[src/rtl/sdclk_pkg.sv]
package sdclk_pkg;

    localparam int CTRL_W   = 32;
    localparam int DIV_W    = 8;
    localparam int BIT_EN   = 8;
    localparam int BIT_PS   = 9;
    localparam int BIT_BYP  = 10;
    localparam int BIT_WIDE = 11;

    // Decoded clock configuration
    typedef struct packed {
        logic             en;
        logic             psave;
        logic             bypass;
        logic             wide;
        logic [DIV_W-1:0] div;
    } clk_cfg_t;

    // Divider state: phase counter, latched limit, output level
    typedef struct packed {
        logic [DIV_W-1:0] cnt;
        logic [DIV_W-1:0] lim;
        logic             phase;
    } div_state_t;

endpackage

[src/rtl/sdclk_cfg_reg.sv]
module sdclk_cfg_reg
    import sdclk_pkg::*;
#(
    parameter int CW = CTRL_W
) (
    input  logic          clk,
    input  logic          rst_n,
    input  logic [CW-1:0] ctrl_i,
    output clk_cfg_t      cfg_o
);

    clk_cfg_t cfg_d, cfg_q;

    always_comb begin
        cfg_d        = cfg_q;
        cfg_d.en     = ctrl_i[BIT_EN];
        cfg_d.psave  = ctrl_i[BIT_PS];
        cfg_d.bypass = ctrl_i[BIT_BYP];
        cfg_d.wide   = ctrl_i[BIT_WIDE];
        cfg_d.div    = ctrl_i[DIV_W-1:0];
    end

    // register clears to zero, clock starts disabled
    always_ff @(posedge clk or negedge rst_n) begin
        if (!rst_n) cfg_q <= '0;
        else        cfg_q <= cfg_d;
    end

    assign cfg_o = cfg_q;

endmodule

[src/rtl/sdclk_divider.sv]
module sdclk_divider
    import sdclk_pkg::*;
(
    input  logic     clk,
    input  logic     rst_n,
    input  clk_cfg_t cfg_i,
    input  logic     busy_i,
    output logic     div_clk_o,
    output logic     rise_o
);

    div_state_t st_d, st_q;
    logic       run;
    logic       at_lim;

    always_comb begin
        run    = cfg_i.en && !cfg_i.bypass && (!cfg_i.psave || busy_i);
        at_lim = (st_q.cnt == st_q.lim);
        st_d   = st_q;
        if (!cfg_i.en || cfg_i.bypass) begin
            st_d.phase = 1'b0;
            st_d.cnt   = '0;
            st_d.lim   = cfg_i.div;
        end else if (st_q.phase) begin
            // a high phase always runs to its end
            if (at_lim) begin
                st_d.phase = 1'b0;
                st_d.cnt   = '0;
                st_d.lim   = cfg_i.div;
            end else begin
                st_d.cnt = st_q.cnt + 1'b1;
            end
        end else if (run) begin
            if (at_lim) begin
                st_d.phase = 1'b1;
                st_d.cnt   = '0;
                st_d.lim   = cfg_i.div;
            end else begin
                st_d.cnt = st_q.cnt + 1'b1;
            end
        end
        rise_o = run && !st_q.phase && at_lim;
    end

    always_ff @(posedge clk or negedge rst_n) begin
        if (!rst_n) st_q <= '0;
        else        st_q <= st_d;
    end

    assign div_clk_o = st_q.phase;

    a_r1_off_low: assert property (@(posedge clk) disable iff (!rst_n)
        !cfg_i.en |=> !st_q.phase);

    a_r3_bypass_div_idle: assert property (@(posedge clk) disable iff (!rst_n)
        cfg_i.bypass |=> !st_q.phase);

    a_r2_idle_parks_low: assert property (@(posedge clk) disable iff (!rst_n)
        (cfg_i.en && cfg_i.psave && !cfg_i.bypass && !busy_i && !st_q.phase)
        |=> !st_q.phase);

    a_r7_strobe_then_rise: assert property (@(posedge clk) disable iff (!rst_n)
        rise_o |=> st_q.phase);

    a_r8_limit_held_mid_phase: assert property (@(posedge clk) disable iff (!rst_n)
        (cfg_i.en && !cfg_i.bypass && (st_q.cnt != st_q.lim)) |=> $stable(st_q.lim));

endmodule

[src/rtl/sdclk_out.sv]
module sdclk_out
    import sdclk_pkg::*;
(
    input  logic     clk,
    input  logic     rst_n,
    input  clk_cfg_t cfg_i,
    input  logic     busy_i,
    input  logic     div_clk_i,
    input  logic     div_rise_i,
    output logic     card_clk_o,
    output logic     rise_o
);

    logic byp_run;
    logic gate_d, gate_q;

    always_comb begin
        byp_run = cfg_i.en && cfg_i.bypass && (!cfg_i.psave || busy_i);
        gate_d  = byp_run;
    end

    // gate enable changes only while the host clock is low
    always_ff @(negedge clk or negedge rst_n) begin
        if (!rst_n) gate_q <= 1'b0;
        else        gate_q <= gate_d;
    end

    assign card_clk_o = gate_q ? clk : div_clk_i;
    assign rise_o     = byp_run || div_rise_i;

    a_r1_no_strobe_when_off: assert property (@(posedge clk) disable iff (!rst_n)
        !cfg_i.en |-> !rise_o);

endmodule

[src/rtl/sd_bus_clk_gen.sv]
module sd_bus_clk_gen
    import sdclk_pkg::*;
#(
    parameter int CW = CTRL_W
) (
    input  logic          clk,
    input  logic          rst_n,
    input  logic [CW-1:0] ctrl_word,
    input  logic          bus_busy,
    output logic          card_clk,
    output logic          rise_stb,
    output logic          wide_bus
);

    clk_cfg_t cfg;
    logic     div_clk;
    logic     div_rise;

    sdclk_cfg_reg #(.CW(CW)) u_cfg (
        .clk    (clk),
        .rst_n  (rst_n),
        .ctrl_i (ctrl_word),
        .cfg_o  (cfg)
    );

    sdclk_divider u_div (
        .clk       (clk),
        .rst_n     (rst_n),
        .cfg_i     (cfg),
        .busy_i    (bus_busy),
        .div_clk_o (div_clk),
        .rise_o    (div_rise)
    );

    sdclk_out u_out (
        .clk        (clk),
        .rst_n      (rst_n),
        .cfg_i      (cfg),
        .busy_i     (bus_busy),
        .div_clk_i  (div_clk),
        .div_rise_i (div_rise),
        .card_clk_o (card_clk),
        .rise_o     (rise_stb)
    );

    // wide-bus select is only carried through
    assign wide_bus = cfg.wide;

endmodule

[config.mk]
export PLATFORM = sky130hd
export DESIGN_NAME = sd_bus_clk_gen
export DESIGN_NICKNAME = d
export VERILOG_FILES = /design/src/rtl/sdclk_pkg.sv /design/src/rtl/sdclk_cfg_reg.sv /design/src/rtl/sdclk_divider.sv /design/src/rtl/sdclk_out.sv /design/src/rtl/sd_bus_clk_gen.sv
export SDC_FILE = /design/constraint.sdc
export NUM_CORES = 1
export LEC_CHECK = 0
export ABC_AREA = 1
export BUFFER_PORTS_ARGS = -buffer_cell sky130_fd_sc_hd__buf_2
export CAP_MARGIN = 20
export CORE_ASPECT_RATIO = 0.6
export CORE_MARGIN = 3
export CORE_UTILIZATION = 50
export CTS_CLUSTER_DIAMETER = 30
export CTS_CLUSTER_SIZE = 30
export DETAILED_ROUTE_END_ITERATION = 6
export PLACE_DENSITY = 0.76
export SLEW_MARGIN = 20
export SYNTH_ARGS = -nofsm -noshare
export SYNTH_HDL_FRONTEND = slang
export SYNTH_HIERARCHICAL = 1
export SYNTH_SLANG_ARGS = --single-unit
[constraint.sdc]
create_clock -name clk -period 1.6 [get_ports clk]
set_clock_uncertainty 0.05 [all_clocks]
set_input_delay 0.32 -clock clk [delete_from_list [all_inputs] [get_ports clk]]
set_output_delay 0.32 -clock clk [all_outputs]
set_load 0.01 [all_outputs]
# Word level (Yosys, flattened, before mapping)
# Cells that the tools add are included.
# W data, S select, Z words.
[word_totals]
out_inout_bits = 3
register_bits = 30
word_cells = 35
[classes]
n_mux = 7
reduce_logical = 15
addsub = 1
eq_ne = 3
[ops]
columns = ["operator", "n"]
rows = [
  ["$mux W17", 3],
  ["$mux W9", 2],
  ["$add A8 B1 Y8 const B", 1],
  ["$eq A8 B8 Y1", 1],
  ["$mux W8", 1],
  ["$logic_and A1 B1 Y1", 6],
  ["$ne A3 B3 Y1 const B", 2],
  ["$logic_not A1 Y1", 4],
  ["$logic_or A1 B1 Y1", 3],
  ["$reduce_and A3 Y1", 1],
  ["$reduce_bool A3 Y1", 1],
  ["$mux W1", 1],
]

# Logic depth before layout (Yosys ltp)
# Gate-level depths: netlist of the first run.
[depth]
ltp_word = 6
depth_mapped = 10

# Modules after synthesis
# The synthesis of the first run kept the hierarchy.
[modules_own_cells]
columns = ["mod", "area_each_um2", "instances", "cells_per_inst"]
rows = [
  ["sdclk_divider", 1029.7, 1, 139],
  ["sdclk_cfg_reg", 300.3, 1, 12],
  ["sdclk_out", 67.6, 1, 12],
]

==> impl_metrics.toml, run 1 <==
[power]
net-switching-power_uw = 441
p_seq_frac = 0.476
p_leak_uw = 0.00104
pwr-share-comb = 0.121
switching_share = 0.253
power_density_nw_per_um2 = 898
ir_drop_mv = 0.721
pwr-share-clk = 0.404
p_int_uw = 1300

[critical_path]
critical_path.endpoint_type = "primary output"
startpoint = "u_out/gate_q"
r2r_start = "u_cfg/cfg_o[11]"
crit_path_max_incr_delay_ps = 420
crit_arrival_ps = 1880
crit_required_ps = 1230
path_buf_inv = 1
critical-path-top-delay-family = "flip-flops"
startpoint_type = "register"
worstPathMaxFanout = 2
crit_chain = "nand2_1 > o21ai_2 > buf_2"
path_class = "reg2out"
crit_slowest_cell = "dfrtn_1"

[final_layout]
n_antenna_cell = 0
fillCellCount = 173
drive_gt1_frac = 0.309
nNetsFinal = 256
syn_to_final_growth_pct = 38.9
fin_cells = 252

[die]
coreArea_um2 = 2570
num_rows = 14
die_x_um = 74.3
dieArea_um2 = 3490
start_util = 0.543
num_io_pins = 38
die_height_um = 47.0

[global_routing]
grt_use_total = 0.246
grt_overflow = 0
grt_pass1_vias = 1252
grt_pass1_wl_um = 5690
grt_max_degree = 30
antenna_found_initial = 0

[route]
drc = 0
firstDrtPassIters = 5
routed_wl_um = 3680
vias_per_cell = 5.24
wl_per_cell_um = 14.6
final_antenna_net_count = 0
drtIter0Drc = 179
vias = 1321

[sta]
fin_ws_ps = -649
fin_setup_tns_ps = -1150
max_slew_margin = 0.732
rsz0062_at_grt = "true"
setup_violations = 5
maxSlewViolCount = 0
hold_viol_final = 0
worst_slew_pin_slew_ps = 400

[cts]
worstSkewPairLatency_ps = 380
cts_tree = "done"
clk_pin_slew_worst_paths_ps = 60

[synthesis]
postSynthCellCount = 163
synth_area_per_cell_um2 = 8.57
ys_seq_elements = 30
ys_warn_count = 6
syn-num-nets = 199
synth_cell_type_count = 20
synth_area_um2 = 1400
ys_seq_area_frac = 0.537

[placed_design]
numPortBuffers = 17
dpl.cell_count = 219
gp_congestion = 0.869
post-dp-hpwl_um = 2020

[job]
cap_violations = 0

[min_path]
min_from = "u_cfg/cfg_o[2]"
hold_class = "reg2reg"

[run_status]
violations = "negative setup slack"
status = "finished, violations left"
-- stage by stage --
stage	worst slack, ps	utilization	area (µm²)	hold slack [ps]	total power [µW]
finish	-649	0.754	1940	430	1740
global route	-706	0.754	1940	453	1850
CTS	-664	0.739	1900	350	1810
detailed placement	-220	0.607	1560	341	1010
global placement	-206	0.607	1560	339	1000
floorplan	-105	-	1400	-25.6	944
-- cells by family (layout without fill, tap and decap cells) --
| family | count (synthesis) | after routing | share of synthesized area |
|---|---|---|---|
| AND/OR/NAND/NOR | 95 | 95 | 0.305 |
| flip-flops | 30 | 30 | 0.537 |
| buffers and inverters | 26 | 83 | 0.0886 |
| XOR/XNOR | 7 | 7 | 0.0439 |
| AO/OA/AOI/OAI | 4 | 4 | 0.0161 |
| adder cells (fa/ha/maj) | 1 | 1 | 0.00895 |
-- layer usage --
layer,global-route usage,part of all wire
met5,0,0
met4,0.181,0.016
met3,0.105,0.091
met2,0.417,0.50
met1,0.252,0.39
-- sequential cells by signal, summed over array words and instances (netlist names) --
name,cells
u_div/div_clk_o,1
u_out/gate_q,1
u_div/st_q,16
u_cfg/cfg_o,12
-- cell usage after synthesis --
cell | n | area [µm²]
nor2_2 | 2 | 12.5
nand2_1 | 63 | 236
buf_8 | 1 | 15.0
o21ai_1 | 2 | 10.0
nor2_4 | 1 | 11.3
nand3_1 | 12 | 60.1
nand4_1 | 9 | 56.3
inv_1 | 21 | 78.8
nand2_2 | 1 | 6.26
ha_1 | 1 | 12.5
or2_1 | 1 | 6.26
nand2_4 | 2 | 22.5
o22ai_1 | 2 | 12.5
dfrtp_1 | 29 | 726
xnor2_1 | 5 | 43.8
buf_6 | 2 | 22.5
nor2_1 | 4 | 15.0
inv_2 | 2 | 7.51
xor2_1 | 2 | 17.5
dfrtn_1 | 1 | 25.0
-- tightest hold or removal path: cells and delay by family, from the launching register on --
family,cells,cell delay [ps]
flops,1,320
simple gates,2,130
-- worst paths after layout --
check / end / slack, ps / cells after the start
max in group asynchronous: u_out/gate_q / 490 / 2
max reg2reg: u_out/gate_q / -110 / 5
max: card_clk / -650 / 3
min reg2reg: u_div/st_q[3] / 430 / 2
min in group asynchronous: u_div/st_q[16] / 470 / 3
min: u_div/st_q[3] / 430 / 2
-- layout make-up --
cell class                      count  area, µm²  area share
Sequential cell                    30        751       0.387
Multi-Input combinational cell    107        584       0.301
Timing Repair Buffer               50        368       0.190
Clock buffer                        8        101      0.0522
Inverter                           23       86.3      0.0445
Tap cell                           32       40.0      0.0206
Clock inverter                      2       10.0     0.00516
-- power groups by stage --
stage,sequential [µW],combinational [µW],clock (µW)
2_1_floorplan,835,98.9,10.5
3_3_place_gp,839,147,14.8
3_5_place_dp,840,154,14.8
4_1_cts,827,187,793
5_1_grt,832,233,787
6_report,829,210,704
-- layout by cell type (no fill, tap or decap), drive strengths merged --
cell / n
nand4: 9
nand3: 12
xnor2: 5
inv: 23
or2: 1
buf: 38
dfrtn: 1
o22ai: 2
xor2: 2
dfrtp: 29
clkinv: 2
ha: 1
nand2: 66
o21ai: 2
dlygate4sd3: 13
clkbuf: 7
nor2: 7
-- repair_timing --
item	in CTS	in global routing
buffers inserted	11	3
hold buffers	13	0
gates resized for setup	4	12
setup endpoints to repair	4	17
pin swaps	4	12
endpoints found under the hold margin	41	0
(Power assumes the default switching activity.)
==> run 2: changes to the inputs <==
Settings changed: SKIP_LAST_GASP set to 1.
==> run 2 against run 1 <==
Wire length increased by 1.1%; via count rose by 2.0%; final cell count down 0.40%; clock-buffer cell count unchanged; the run still ends with negative setup slack left; register-to-register slack gained 110 ps; highest routed layer unchanged; utilization fell by 0.39 points; hold slack better by 0.50 ps.
==> impl_metrics.toml, run 2 (synthesis results as in run 1) <==
[global_routing]
antenna_found_initial = 0
met1_usage = 0.252
grt_use_total = 0.245
grt_pass1_wl_um = 5690
use_met2 = 0.415
grt-busiest-layer = "met2"
met3_usage = 0.105
grt_max_degree = 30
grt_pass1_vias = 1256
grt_overflow = 0

[final_layout]
fin_cells = 251
final_cell_mix = "60 x nand2_1, 29 x dfrtp_1, 20 x buf_4, 20 x inv_1, 17 x buf_2"
regMostFlops = "u_div/st_q"
n_antenna_cell = 0
fin_util = 0.750
syn_to_final_growth_pct = 38.1
nNetsFinal = 255
fillCellCount = 175
drive_gt1_frac = 0.297
largest_reg_flops = 16
final_common_cell = "nand2_1"

[route]
vias = 1347
final_antenna_net_count = 0
routed_wl_um = 3720
drtIter0Drc = 163
wl_per_cell_um = 14.8
drc = 0
firstDrtPassIters = 6
vias_per_cell = 5.37

[cts]
clk_pin_slew_worst_paths_ps = 60
worstSkewPairLatency_ps = 390
cts_tree = "done"

[job]
cap_violations = 0

[placed_design]
gp_congestion = 0.869
numPortBuffers = 17
dp_slack_ps = -220
post-dp-hpwl_um = 2020
dpl.cell_count = 219

[sta]
maxSlewViolCount = 0
rsz0062_at_grt = "true"
fin_ws_ps = -654
max_slew_margin = 0.729
fin_setup_tns_ps = -1060
worst_slew_pin_slew_ps = 406
hold_viol_final = 0
setup_violations = 5

[min_path]
hold_class = "reg2reg"
whs_path_depth = 2
min_to = "u_div/st_q[3]"
min_from = "u_cfg/cfg_o[2]"

[die]
num_rows = 14
coreArea_um2 = 2570
dieArea_um2 = 3490
die_height_um = 47.0
num_io_pins = 38
die_x_um = 74.3
start_util = 0.543

[critical_path]
rr_endpoint = "u_out/gate_q"
r2r_start = "u_cfg/cfg_o[9]"
reg2reg_slack_ps = 0
startpoint_type = "register"
worstPathMaxFanout = 2
crit_required_ps = 1230
crit_arrival_ps = 1880
critical_path.endpoint_type = "primary output"
path_class = "reg2out"
reg2reg_depth = 4

[power]
p_leak_uw = 0.00104
power_density_nw_per_um2 = 907
ir_drop_mv = 0.696
power_uw = 1750

[run_status]
violations = "negative setup slack"
status = "finished, violations left"
run 2: cell count changes in the layout (fill, tap and decap cells not counted):
cell,change
buf_4,-1
inv_1,+1
inv_2,-1
nand2_1,+1
nand2_2,-1
run 2: how the worst max path moves through the flow:
stage | from | to | slack (ps)
after floorplan | u_out/gate_q | card_clk | -100
after global placement | u_out/gate_q | card_clk | -210
after detailed placement | u_out/gate_q | card_clk | -220
after CTS | u_out/gate_q | card_clk | -660
after global routing | u_out/gate_q | card_clk | -710
final | u_out/gate_q | card_clk | -650
run 2: worst max-delay path, stage by stage, from the launching register on:
cell,delay (ps)
dfrtn_1,420
nand2_1,70
o21ai_2,50
buf_2,130
run 2: stage by stage:
stage | area, µm² | hold slack, ps
5_1_grt | 1930 | 453
3_5_place_dp | 1560 | 341
4_1_cts | 1900 | 350
3_3_place_gp | 1560 | 339
6_report | 1930 | 430
2_1_floorplan | 1400 | -25.6
run 2: area by class of cell:
type	instances	area, µm²	share of cell area
multi-input cells	107	582	0.301
clock buffers	8	101	0.0525
inverters	23	86.3	0.0447
well taps	32	40.0	0.0207
clock inverters	2	10.0	0.00518
flip-flops and latches	30	751	0.389
repair buffers	49	360	0.187
run 2: repair_timing:
action	4_1_cts	5_1_grt
gates resized for setup	2	12
endpoints found under the setup margin	4	17
hold endpoints to repair	41	0
cloned	0	0
pin swaps	4	12
setup buffers	11	2
hold buffers	13	0
run 2: where the power goes:
group | total (µW) | switching, µW | internal (µW)
Sequential | 829 | 28.1 | 801
Combinational | 209 | 113 | 95.3
Clock | 714 | 310 | 404
Total | 1750 | 452 | 1300
run 2: routing by layer:
| layer | up-vias | wire [µm] |
|---|---|---|
| met2 | 75 | 1850 |
| met5 | - | 0 |
| li1 | 618 | - |
| met3 | 17 | 331 |
| met4 | 0 | 96 |
| met1 | 637 | 1440 |
==> run 3: changes to the inputs <==
Settings changed: CORE_UTILIZATION 50 to 35, PLACE_DENSITY 0.76 to 0.56.
==> run 3 against run 2 <==
The flow still finishes with violations (negative setup slack); utilization decreased by 23 points; flip-flop and latch count unchanged; clock-buffer cell count increased by 2; global-route usage decreased by 8.2 points; largest power group is now the clock network.
==> impl_metrics.toml, run 3 (synthesis results as in run 1) <==
[run_status]
status = "finished, violations left"
violations = "negative setup slack"

[placed_design]
dp_slack_ps = -222
numPortBuffers = 17
dpl.cell_count = 237
place_area_um2 = 1610
post-dp-hpwl_um = 2130
gp_congestion = 0.859

[route]
routed_wl_um = 3080
drtIter0Drc = 55
wl_per_cell_um = 11.6
vias = 1203
final_antenna_net_count = 0
vias_per_cell = 4.52
firstDrtPassIters = 4
drc = 0

[global_routing]
grt_max_degree = 30
grt_overflow = 0
grt_pass1_vias = 1200
grt_use_total = 0.163
grt_pass1_wl_um = 5410
antenna_found_initial = 0

[final_layout]
nNetsFinal = 254
fin_cells = 266
drive_gt1_frac = 0.279
syn_to_final_growth_pct = 39.3
largest_reg_flops = 16
final_common_cell = "nand2_1"
n_antenna_cell = 0
final_cell_mix = "61 x nand2_1, 29 x dfrtp_1, 20 x inv_1"
regMostFlops = "u_div/st_q"
design_area_um2 = 1950

[sta]
hold_viol_final = 0
fin_ws_ps = -652
maxSlewViolCount = 0
max_slew_margin = 0.760
worst_slew_pin_slew_ps = 360
setup_violations = 4
rsz0062_at_grt = "true"

[die]
die_x_um = 87.6
dieArea_um2 = 4810
coreArea_um2 = 3740
start_util = 0.373
num_rows = 17
die_height_um = 54.9
num_io_pins = 38

[critical_path]
crit_chain = "nand2_1 > o21ai_2 > buf_2"
worstPathMaxFanout = 2
crit_required_ps = 1230
path_class = "reg2out"
crit_slowest_cell = "dfrtn_1"
critical_path.endpoint_type = "primary output"
path_buf_inv = 1
crit_arrival_ps = 1880
critical-path-top-delay-family = "flip-flops"
startpoint_type = "register"
crit_path_max_incr_delay_ps = 430

[job]
cap_violations = 0

[cts]
clk_pin_slew_worst_paths_ps = 60
cts_tree = "done"
worstSkewPairLatency_ps = 390

[min_path]
hold_class = "reg2reg"

[power]
ir_drop_mv = 0.632
p_leak_uw = 0.00105
power_density_nw_per_um2 = 955
==> run 3: cell count changes in the layout (fill, tap and decap cells not counted), moves of 2 or more <==
cell / previous run / this run
nor2_1: 1 / 3
buf_4: 20 / 17
clkbuf_8: 7 / 9
nor2_4: 3 / 1
==> run 3: repair_timing <==
| item | 4_1_cts | 5_1_grt |
|---|---|---|
| pin swaps | 4 | 5 |
| setup buffers | 2 | 3 |
| gates resized for setup | 2 | 7 |
| hold endpoints to repair | 41 | 0 |
| setup endpoints to repair | 5 | 20 |
| hold buffers | 13 | 0 |
==> run 3: where the power goes <==
group	leakage [µW]	total [µW]	internal, µW	switching, µW
combinational	0.000594	196	94.5	102
sequential	0.000375	831	801	29.9
clock	0.0000789	832	511	321
total	0.00105	1860	1410	453
==> run 3: stage by stage <==
stage,setup TNS [ps],power [µW],hold slack [ps],util
6_report,-980,1860,421,0.520
5_1_grt,-1270,1980,445,0.520
4_1_cts,-1040,1880,430,0.505
3_5_place_dp,-267,1020,355,0.429
3_3_place_gp,-220,1010,348,0.429
2_1_floorplan,-105,944,-25.6,-
==> run 3: worst paths after layout <==
path / start / end / slack, ps / cells past startpoint
max: u_out/gate_q / card_clk / -650 / 3
min: u_cfg/cfg_o[2] / u_div/st_q[3] / 420 / 2
max reg2reg: u_cfg/cfg_o[9] / u_out/gate_q / 10 / 4
min reg2reg: u_cfg/cfg_o[2] / u_div/st_q[3] / 420 / 2
max in group asynchronous: rst_n / u_out/gate_q / 500 / 2
min in group asynchronous: rst_n / u_div/st_q[9] / 460 / 3
==> run 3: layer usage <==
metal  up-vias  track usage  share of wire
met5         -            0              0
met4         0       0.0944          0.018
met3         5       0.0784          0.058
met2        32        0.224           0.41
met1       548        0.208           0.52
li1        618            -              -
==> run 3: cell type report <==
cell class	instances	area, µm²
fill	356	1800
inverter	23	86.3
multi-input combinational	107	561
timing repair buffer	47	349
clock buffer	10	129
clock inverter	2	12.5
sequential	30	751
tap	47	58.8
==> run 3: worst register-to-register path, delay by kind of cell, from the launching register on <==
kind	cells	cell delay, ps
flops	1	400
simple gates	2	130
buf+inv	2	90
